--- src/rtl/tod_pkg.sv ---
package tod_pkg;

  localparam int unsigned SECS_PER_MIN = 60;
  localparam int unsigned MINS_PER_HR  = 60;
  localparam int unsigned HRS_PER_DAY  = 24;

  // Value a modulo-m digit takes after one advance.
  function automatic logic [31:0] digit_advance(input logic [31:0] cur,
                                                input int unsigned m);
    logic [31:0] nxt;
    if (cur >= 32'(m - 1)) nxt = '0;
    else                   nxt = cur + 32'd1;
    return nxt;
  endfunction

  // True when a modulo-m digit holds its top value.
  function automatic logic digit_at_top(input logic [31:0] cur,
                                        input int unsigned m);
    return cur == 32'(m - 1);
  endfunction

endpackage

--- src/rtl/tod_carry_flag.sv ---
module tod_carry_flag #(
  parameter int unsigned MOD = 60,
  localparam int unsigned W  = $clog2(MOD)
) (
  input  logic         clr,
  input  logic         adv,
  input  logic [W-1:0] value,
  output logic         carry
);
  logic top_hit;

  always_comb begin
    top_hit = tod_pkg::digit_at_top(32'(value), MOD);
    carry   = !clr && adv && top_hit;
  end

endmodule

--- src/rtl/tod_digit.sv ---
module tod_digit #(
  parameter int unsigned MOD = 60,
  localparam int unsigned W  = $clog2(MOD)
) (
  input  logic         clk,
  input  logic         clr,
  input  logic         adv,
  output logic [W-1:0] value_o,
  output logic         carry_o
);
  logic [W-1:0] value_q;
  logic [W-1:0] value_d;

  always_comb begin
    if (clr)      value_d = '0;
    else if (adv) value_d = W'(tod_pkg::digit_advance(32'(value_q), MOD));
    else          value_d = value_q;
  end

  always_ff @(posedge clk) begin
    value_q <= value_d;
  end

  tod_carry_flag #(.MOD(MOD)) u_carry (
    .clr   (clr),
    .adv   (adv),
    .value (value_q),
    .carry (carry_o)
  );

  assign value_o = value_q;

endmodule

--- src/rtl/tod_counter.sv ---
module tod_counter #(
  parameter int unsigned SEC_MOD = tod_pkg::SECS_PER_MIN,
  parameter int unsigned MIN_MOD = tod_pkg::MINS_PER_HR,
  parameter int unsigned HR_MOD  = tod_pkg::HRS_PER_DAY,
  localparam int unsigned SW = $clog2(SEC_MOD),
  localparam int unsigned MW = $clog2(MIN_MOD),
  localparam int unsigned HW = $clog2(HR_MOD)
) (
  input  logic          clk,
  input  logic          clr,
  input  logic          tick,
  output logic [SW-1:0] sec_o,
  output logic [MW-1:0] min_o,
  output logic [HW-1:0] hr_o,
  output logic          day_o
);
  // Carry events between digits, named for the checker.
  logic sec_roll;
  logic min_roll;
  logic hr_roll;

  tod_digit #(.MOD(SEC_MOD)) u_sec (
    .clk     (clk),
    .clr     (clr),
    .adv     (tick),
    .value_o (sec_o),
    .carry_o (sec_roll)
  );

  tod_digit #(.MOD(MIN_MOD)) u_min (
    .clk     (clk),
    .clr     (clr),
    .adv     (sec_roll),
    .value_o (min_o),
    .carry_o (min_roll)
  );

  tod_digit #(.MOD(HR_MOD)) u_hr (
    .clk     (clk),
    .clr     (clr),
    .adv     (min_roll),
    .value_o (hr_o),
    .carry_o (hr_roll)
  );

  assign day_o = hr_roll;

endmodule

--- config.mk ---
export PLATFORM = sky130hd
export DESIGN_NAME = tod_counter
export DESIGN_NICKNAME = d
export VERILOG_FILES = /design/src/rtl/tod_pkg.sv /design/src/rtl/tod_carry_flag.sv /design/src/rtl/tod_digit.sv /design/src/rtl/tod_counter.sv
export SDC_FILE = /design/constraint.sdc
export NUM_CORES = 1
export LEC_CHECK = 0
export BUFFER_PORTS_ARGS = -buffer_cell sky130_fd_sc_hd__buf_2
export CAP_MARGIN = 20
export CORE_ASPECT_RATIO = 0.7
export CORE_MARGIN = 3
export CORE_UTILIZATION = 40
export DETAILED_ROUTE_END_ITERATION = 16
export MAX_ROUTING_LAYER = met4
export PLACE_DENSITY = 0.73
export SYNTH_ARGS = -nofsm -noshare
export SYNTH_HDL_FRONTEND = slang
export SYNTH_HIERARCHICAL = 1
export SYNTH_SLANG_ARGS = --single-unit
--- constraint.sdc ---
create_clock -name clk -period 4.1 [get_ports clk]
set_input_delay 1.025 -clock clk [delete_from_list [all_inputs] [get_ports clk]]
set_output_delay 1.025 -clock clk [all_outputs]
set_load 0.005 [all_outputs]
Word-level counts from Yosys, hierarchy flattened. Index checks and enable logic that the tools add are counted.

Add/sub/neg operators: 3. $lt $le $gt $ge: 3. Equality and inequality tests: 3. Muxes and demuxes: 3. Reductions and logical operators: 7.

Operators with widths (number): $add A6 B1 Y6 const B (2); $eq A6 B6 Y1 const B (2); $ge A6 B6 Y1 const B (2); $mux W6 (2); $logic_and A1 B1 Y1 (6); $add A5 B1 Y5 const B (1); $eq A5 B5 Y1 const B (1); $ge A5 B5 Y1 const B (1); $mux W5 (1); $logic_not A1 Y1 (1).

Bits in registers: 17. Input port bits: 3. Output and inout bits: 18. Logic and storage cells: 22.

Depth between registers and ports, before layout. Gate-level depths: netlist (run 1).

Depth in word-level cells: 7. Mapped depth: 8. Gate-level depth less buffers: 7.

By module. The synthesis (run 1) kept the hierarchy.

By module, submodules not included: tod_digit at u_min ... (instances 2, cells an instance 29, area each 274.0 um2, seq. area each 120.1 um2); tod_digit at u_hr (instances 1, cells an instance 30, area each 321.6 um2, seq. area each 100.1 um2); tod_carry_flag at u_min.u_carry ... (instances 2, cells an instance 3, area each 21.3 um2, seq. area each 0.0 um2); tod_carry_flag at u_hr.u_carry (instances 1, cells an instance 2, area each 21.3 um2, seq. area each 0.0 um2).

Worst setup path after synthesis (run 1). No wires, ideal clock.

Path kind: input to output. From: in clr. To: out day_o. Data arrival time: 1.765 ns. Data required time: 3.075 ns. Slack: 1.310 ns. Stages: 5. Path buffers: 0. Path through: nand4bb_1 -> nor2_1 -> nand4bb_1 -> nor2_1 -> nor4b_2.

Longest elaborated chain between the ends: 7.

Ends and longest elaborated chain: start: declaration (RTL line tod_counter.sv:10) `input logic clr,`; $logic_not A1 Y1 (RTL line tod_carry_flag.sv:14) `carry = !clr && adv && top_hit;`; $logic_and A1 B1 Y1 (2 in a row) (RTL line tod_carry_flag.sv:14); via sec_roll (RTL line tod_counter.sv:18) `logic sec_roll;`; $logic_and A1 B1 Y1 (2 in a row) (RTL line tod_carry_flag.sv:14); via min_roll (RTL line tod_counter.sv:19) `logic min_roll;`; $logic_and A1 B1 Y1 (2 in a row) (RTL line tod_carry_flag.sv:14); end: declaration (RTL line tod_counter.sv:15) `output logic day_o`.

The timed path passes the listed nets, and every way through them passes these cells.

Worst setup path in the final report (run 1). Same ends and word-level chain as after synthesis.

==> impl_metrics.sql, run 1 <==
INSERT INTO impl_metrics (metric_group, metric, value, unit) VALUES
('run_status', 'run_status', 'finished, final reports clean', ''),
('pwr', 'irDropWorstVdd', '0.0001215', 'V'),
('sta', 'worst_slew_pin_slew', '0.3323', 'ns'),
('die', 'floorplan.rows', '13', ''),
('clock_tree', 'clock_tree.buffer_depth', '2', ''),
('logic_synthesis', 'async_reset_ff_frac', '0', ''),
('sta', 'final_period_minus_worst_setup_slack', '3.300', 'ns'),
('route', 'drt_first_iter_violations', '30', ''),
('placed_design', 'dpl.hpwl', '1.463', 'mm'),
('logic_synthesis', 'count_of_flip_flops_with_a_built_in_enable_after_synthesis', '0', ''),
('global_route', 'grt_antenna_before_repair', '0', ''),
('clock_tree', 'clock_insertion_delay_worst_skew', '0.29', 'ns'),
('placed_design', 'finalWeightedCongestion', '0.7490', ''),
('logic_synthesis', 'ys_dominant_reg_cell', 'dfxtp_1', ''),
('setup_path', 'reg2reg_to', 'u_hr/value_o[0]', ''),
('die', 'floorplan.die.height', '46.42', 'um'),
('sta', 'finalSetupViolations', '0', ''),
('setup_path', 'rrSetupSlack', '2.31', 'ns'),
('placed_design', 'port_buffers', '20', ''),
('finish', 'ff_latch_area', '340.3', 'um2'),
('die', 'chipWidth', '63.74', 'um'),
('setup_path', 'timing.setup.critical_path_class', 'in2out', ''),
('hold_path', 'min-delay-start', 'u_sec/value_o[4]', ''),
('finish', 'multi_input_area', '551.8', 'um2'),
('sta', 'worst_clock_skew', '0.007044', 'ns'),
('logic_synthesis', 'mappedNetlistArea', '933.4', 'um2'),
('route', 'drc_errors', '0', ''),
('global_route', 'grt_start_max_net_pins', '19', ''),
('clock_tree', 'cts.sinks', '17', ''),
('clock_tree', 'holdBufCountCts', '0', ''),
('global_route', 'grt_first_pass_wirelength', '3.387', 'mm'),
('global_route', 'grt-ovfl-total', '0', ''),
('clock_tree', 'clk_root_buffer_cell', 'clkbuf_4', ''),
('logic_synthesis', 'synth-seq-cells', '17', ''),
('global_route', 'via_count_of_the_first_global_routing_pass', '720', ''),
('finish', 'mostFrequentLayoutCells', 'buf_2 (20), dfxtp_1 (17), nor2_1 (12)', ''),
('finish', 'layout_commonest_cell', 'buf_2', ''),
('hold_path', 'worst_hold_path.endpoint', 'u_sec/value_o[4]', ''),
('finish', 'syn2layout_area_growth', '15.15', '%'),
('route', 'vias', '790', ''),
('global_route', 'grt_use_total', '0.1551', ''),
('finish', 'filler_cell_count', '194', ''),
('logic_synthesis', 'synthCells', '96', ''),
('logic_synthesis', 'post_synth.cell_area_avg', '9.723', 'um2'),
('route', 'wl', '1.965', 'mm'),
('setup_path', 'data_required_time_of_the_worst_path', '3.07', 'ns'),
('setup_path', 'r2r.worst_path.cells', '8', ''),
('die', 'initial_core_utilization', '0.4591', ''),
('setup_path', 'worstPathCellList', 'buf_2 -> nand4bb_1 -> nor2_1 -> buf_4 -> nand4bb_1 -> nor2_1 -> nor4b_2 -> buf_2', ''),
('setup_path', 'crit-reg2reg-launch', 'u_sec/value_o[2]', ''),
('logic_synthesis', 'ys_seq_area_frac', '0.3646', ''),
('setup_path', 'startpoint_type', 'input port', ''),
('hold_path', 'min_path_type', 'reg2reg', ''),
('hold_path', 'min_path_cells', '2', ''),
('sta', 'final_hold_viol_count', '0', ''),
('clock_tree', 'cts_made_buffers', '3', ''),
('pwr', 'power_per_cell_area', '266.4', 'mW/mm2'),
('finish', 'num_antenna_cells', '0', ''),
('finish', 'num-nets-final', '125', ''),
('setup_path', 'critical_path_peak_fanout', '18', ''),
('route', 'antenna_violating_nets_post_route', '0', ''),
('job', 'max_cap_violations', '0', ''),
('setup_path', 'nature_of_the_critical_path_endpoint', 'primary output', ''),
('sta', 'timing.max_slew.rel_slack', '0.7785', ''),
('finish', 'stdcell_area', '0.001075', 'mm2'),
('sta', 'post-route-period-util', '0.8048', ''),
('die', 'num_io_pins', '21', ''),
('clock_tree', 'post-cts-setup-buffer-count', '0', ''),
('die', 'dieArea', '0.002958', 'mm2'),
('logic_synthesis', 'yosysUniqueCellTypes', '33', ''),
('setup_path', 'critical-path-slowest-cell', 'buf_2', '');
## cell families (layout without fill, tap and decap cells)
family,count (synthesis),after routing,share of synthesized area
AOI/OAI and AO/OA,21,21,0.2051
xor gates and xnor gates,6,6,0.05630
muxes,2,2,0.02145
buffers and inverters,5,27,0.04423
DFF,17,17,0.3646
adders and majority gates,3,3,0.04022
and+or+nand+nor,42,42,0.2681
## synthesized netlist by cell type (3+ instances only)
cell | instances | area [um2]
nand2_1 | 8 | 30.03
a21oi_1 | 5 | 25.02
nand4_1 | 7 | 43.79
nor2_1 | 12 | 45.04
dfxtp_1 | 17 | 340.3
ha_1 | 3 | 37.54
xor2_1 | 4 | 35.03
## layer usage
metal | vias up | global-route usage | wire, um
met5 | - | - | 0
met4 | 0 | 0.03863 | 10
met3 | 2 | 0.05122 | 104
met2 | 19 | 0.2303 | 859
met1 | 372 | 0.2038 | 991
li1 | 397 | - | -
## final cells by class
type                            instances  share of cell area
Clock buffer                            4             0.02445
Inverter                                1            0.003492
Multi-Input combinational cell         74              0.5134
Sequential cell                        17              0.3166
Tap cell                               30             0.03492
Timing Repair Buffer                   22              0.1071
## critical path: cells and delay by family
family | cells | cell delay [ns]
and+or+nand+nor | 5 | 0.72
buffers and inverters | 3 | 0.52
## sequential cells by signal, indices dropped and copies added, names as in the netlist
signal,cells
u_min/value_o,6
u_sec/value_o,6
u_hr/value_o,5
## report_power, final
group / switching (mW) / internal, mW / total, mW
sequential: 0.00617 / 0.169 / 0.175
clock: 0.0516 / 0.0378 / 0.0894
combinational: 0.0110 / 0.0109 / 0.0218
## worst max path at each step
stage / start / to / slack, ns / cells after the start
after global placement: clr / day_o / 0.81 / 8
after floorplan: clr / day_o / 1.31 / 5
after global routing: clr / day_o / 0.61 / 8
after CTS: clr / day_o / 0.79 / 8
final: clr / day_o / 0.80 / 8
after detailed placement: clr / day_o / 0.79 / 8
## metrics by stage
step | instances | utilization | worst slack (ns) | hold WS [ns] | total power, mW
floorplan | 96 | - | 1.310 | 0.5059 | 0.1932
global placement | 144 | 0.5157 | 0.8103 | 0.5356 | 0.1996
detailed placement | 144 | 0.5157 | 0.7948 | 0.5406 | 0.2007
CTS | 148 | 0.5286 | 0.7922 | 0.5576 | 0.2904
global route | 148 | 0.5286 | 0.6126 | 0.5782 | 0.3011
finish | 148 | 0.5286 | 0.8004 | 0.5613 | 0.2863
(Power assumes the default switching activity.)
==> inputs of run 2 (changes only) <==
- clock period: 4.1 -> 3.4 ns (I/O delays scaled with it)
==> impl_metrics.sql, run 2 (same netlist as run 1, synthesis figures left out) <==
INSERT INTO impl_metrics (metric_group, metric, value, unit) VALUES
('sta', 'totalNegativeSetupSlack', '0', 'ns'),
('clock_tree', 'cts-htree-levels', '1', ''),
('placed_design', 'finalWeightedCongestion', '0.7448', ''),
('setup_path', 'timing.critical_path.slowest_cell_delay', '0.20', 'ns'),
('sta', 'max_freq', '0.3669', 'GHz'),
('hold_path', 'min_path_type', 'reg2reg', ''),
('sta', 'worst_clock_skew', '0.003448', 'ns'),
('die', 'floorplan.rows', '13', ''),
('route', 'wl', '1.989', 'mm'),
('route', 'drt_pass1_iterations', '4', ''),
('route', 'wl_per_cell', '13.35', 'um'),
('finish', 'layout_commonest_cell', 'buf_2', ''),
('sta', 'final_hold_viol_count', '0', ''),
('run_status', 'run_status', 'finished, final reports clean', ''),
('sta', 'post-route-period-util', '0.8017', ''),
('die', 'design.core.area', '0.002033', 'mm2'),
('setup_path', 'startpoint_type', 'input port', ''),
('sta', 'worst_slew_pin_slew', '0.2958', 'ns'),
('setup_path', 'cp_num_cells', '7', ''),
('clock_tree', 'post-cts-setup-buffer-count', '0', ''),
('setup_path', 'worst-endpoint-arrival', '1.88', 'ns'),
('placed_design', 'dpl.hpwl', '1.486', 'mm'),
('clock_tree', 'post_cts_resized', '0', ''),
('job', 'max_cap_violations', '0', ''),
('global_route', 'via_count_of_the_first_global_routing_pass', '783', ''),
('route', 'vias', '790', ''),
('pwr', 'power_leakage', '0.4612', 'nW'),
('placed_design', 'port_buffers', '20', ''),
('route', 'drt_first_iter_violations', '22', ''),
('global_route', 'grt_antenna_before_repair', '0', ''),
('global_route', 'grt-ovfl-total', '0', ''),
('global_route', 'met2_usage', '0.2656', ''),
('finish', 'num-nets-final', '126', ''),
('finish', 'num_antenna_cells', '0', ''),
('setup_path', 'critical-path-slowest-cell', 'nor4b_2', ''),
('global_route', 'grt_first_pass_wirelength', '3.477', 'mm'),
('clock_tree', 'cts.sinks', '17', ''),
('setup_path', 'timing.setup.critical_path_class', 'in2out', ''),
('clock_tree', 'tritoncts', 'built', ''),
('die', 'dieArea', '0.002958', 'mm2'),
('setup_path', 'critical_path_peak_fanout', '7', ''),
('sta', 'maxSlewViolCount', '0', ''),
('finish', 'share_of_final_layout_standard_cells_stronger_than_drive_strength_1', '0.3193', ''),
('pwr', 'power_per_cell_area', '321.5', 'mW/mm2'),
('finish', 'mostFrequentLayoutCells', 'buf_2 (20), dfxtp_1 (17), nor2_1 (12)', ''),
('die', 'floorplan.die.height', '46.42', 'um'),
('hold_path', 'min_path_cells', '2', ''),
('sta', 'finalSetupViolations', '0', ''),
('sta', 'final_period_minus_worst_setup_slack', '2.726', 'ns'),
('setup_path', 'nature_of_the_critical_path_endpoint', 'primary output', ''),
('setup_path', 'data_required_time_of_the_worst_path', '2.55', 'ns'),
('global_route', 'grt_busiest_layer', 'met2', ''),
('route', 'antenna_violating_nets_post_route', '0', ''),
('finish', 'syn2layout_area_growth', '15.95', '%'),
('setup_path', 'worstPathCellList', 'buf_2 -> nand4bb_1 -> nor2_1 -> nand4bb_1 -> nor2_1 -> nor4b_2 -> buf_2', ''),
('die', 'chipWidth', '63.74', 'um'),
('clock_tree', 'clock_tree.buffer_depth', '2', ''),
('sta', 'timing.max_slew.rel_slack', '0.8025', ''),
('finish', 'final_core_util', '0.5323', ''),
('setup_path', 'cpLargestDelayFamily', 'simple AND/OR/NAND/NOR gates', ''),
('setup_path', 'crit_path_start', 'tick', ''),
('clock_tree', 'cts_made_buffers', '3', ''),
('route', 'via_per_inst', '5.302', ''),
('clock_tree', 'clock_insertion_delay_worst_skew', '0.29', 'ns'),
('global_route', 'grt_util_met3', '0.05854', ''),
('setup_path', 'crit-reg2reg-launch', 'u_sec/value_o[2]', ''),
('sta', 'grt_setup_unrepaired', 'no', ''),
('clock_tree', 'path_clk_slew', '0.10', 'ns'),
('setup_path', 'worstPathBufferInverterCount', '2', ''),
('clock_tree', 'holdBufCountCts', '0', ''),
('clock_tree', 'clk_root_buffer_cell', 'clkbuf_4', ''),
('hold_path', 'min-delay-start', 'u_sec/value_o[4]', ''),
('route', 'drc_errors', '0', ''),
('setup_path', 'r2r.worst_path.cells', '7', ''),
('global_route', 'grt_use_total', '0.1611', ''),
('die', 'num_io_pins', '21', ''),
('global_route', 'grt_start_max_net_pins', '18', ''),
('global_route', 'grt.met1_usage', '0.1820', ''),
('pwr', 'irDropWorstVdd', '0.0001557', 'V'),
('die', 'initial_core_utilization', '0.4591', '');
run 2: final cells by class:
class                           count  area (um2)
Sequential cell                    17       340.3
Multi-Input combinational cell     74       551.8
Clock buffer                        4       26.28
Timing Repair Buffer               23       122.6
Inverter                            1       3.754
Tap cell                           30       37.54
Fill cell                         183       950.9
run 2: stage by stage:
| stage | hold WS [ns] | setup WS, ns | power, mW | instances | cell area (um2) |
|---|---|---|---|---|---|
| 2_1_floorplan | 0.5059 | 0.9603 | 0.2329 | 96 | 933.4 |
| 3_3_place_gp | 0.5343 | 0.7014 | 0.2415 | 145 | 1056 |
| 3_5_place_dp | 0.5373 | 0.6627 | 0.2433 | 145 | 1056 |
| 4_1_cts | 0.5534 | 0.6583 | 0.3528 | 149 | 1082 |
| 5_1_grt | 0.6026 | 0.5631 | 0.3701 | 149 | 1082 |
| 6_report | 0.5576 | 0.6741 | 0.3480 | 149 | 1082 |
run 2: worst paths after layout:
check                          end  slack [ns]
setup / recovery             day_o        0.67
setup reg to reg   u_hr/value_o[0]        1.71
hold reg to reg   u_sec/value_o[4]        0.56
hold / removal    u_sec/value_o[4]        0.56
run 2: worst min-delay path: stages, from the launching register on:
cell and delay, ns:
dfxtp_1 0.37, o21ai_0 0.09, a21oi_1 0.06
run 2: layer usage:
layer	vias to the layer above	part of all wire	wire, um
met4	0	0.0080	16
li1	399	-	-
met1	376	0.50	986
met5	-	0	0
met2	13	0.45	902
met3	2	0.042	84
run 2: where the power goes:
group / switching [mW] / leakage (nW) / internal (mW)
logic: 0.0137 / 0.309 / 0.0138
registers: 0.00715 / 0.137 / 0.204
clock network: 0.0640 / 0.0150 / 0.0457
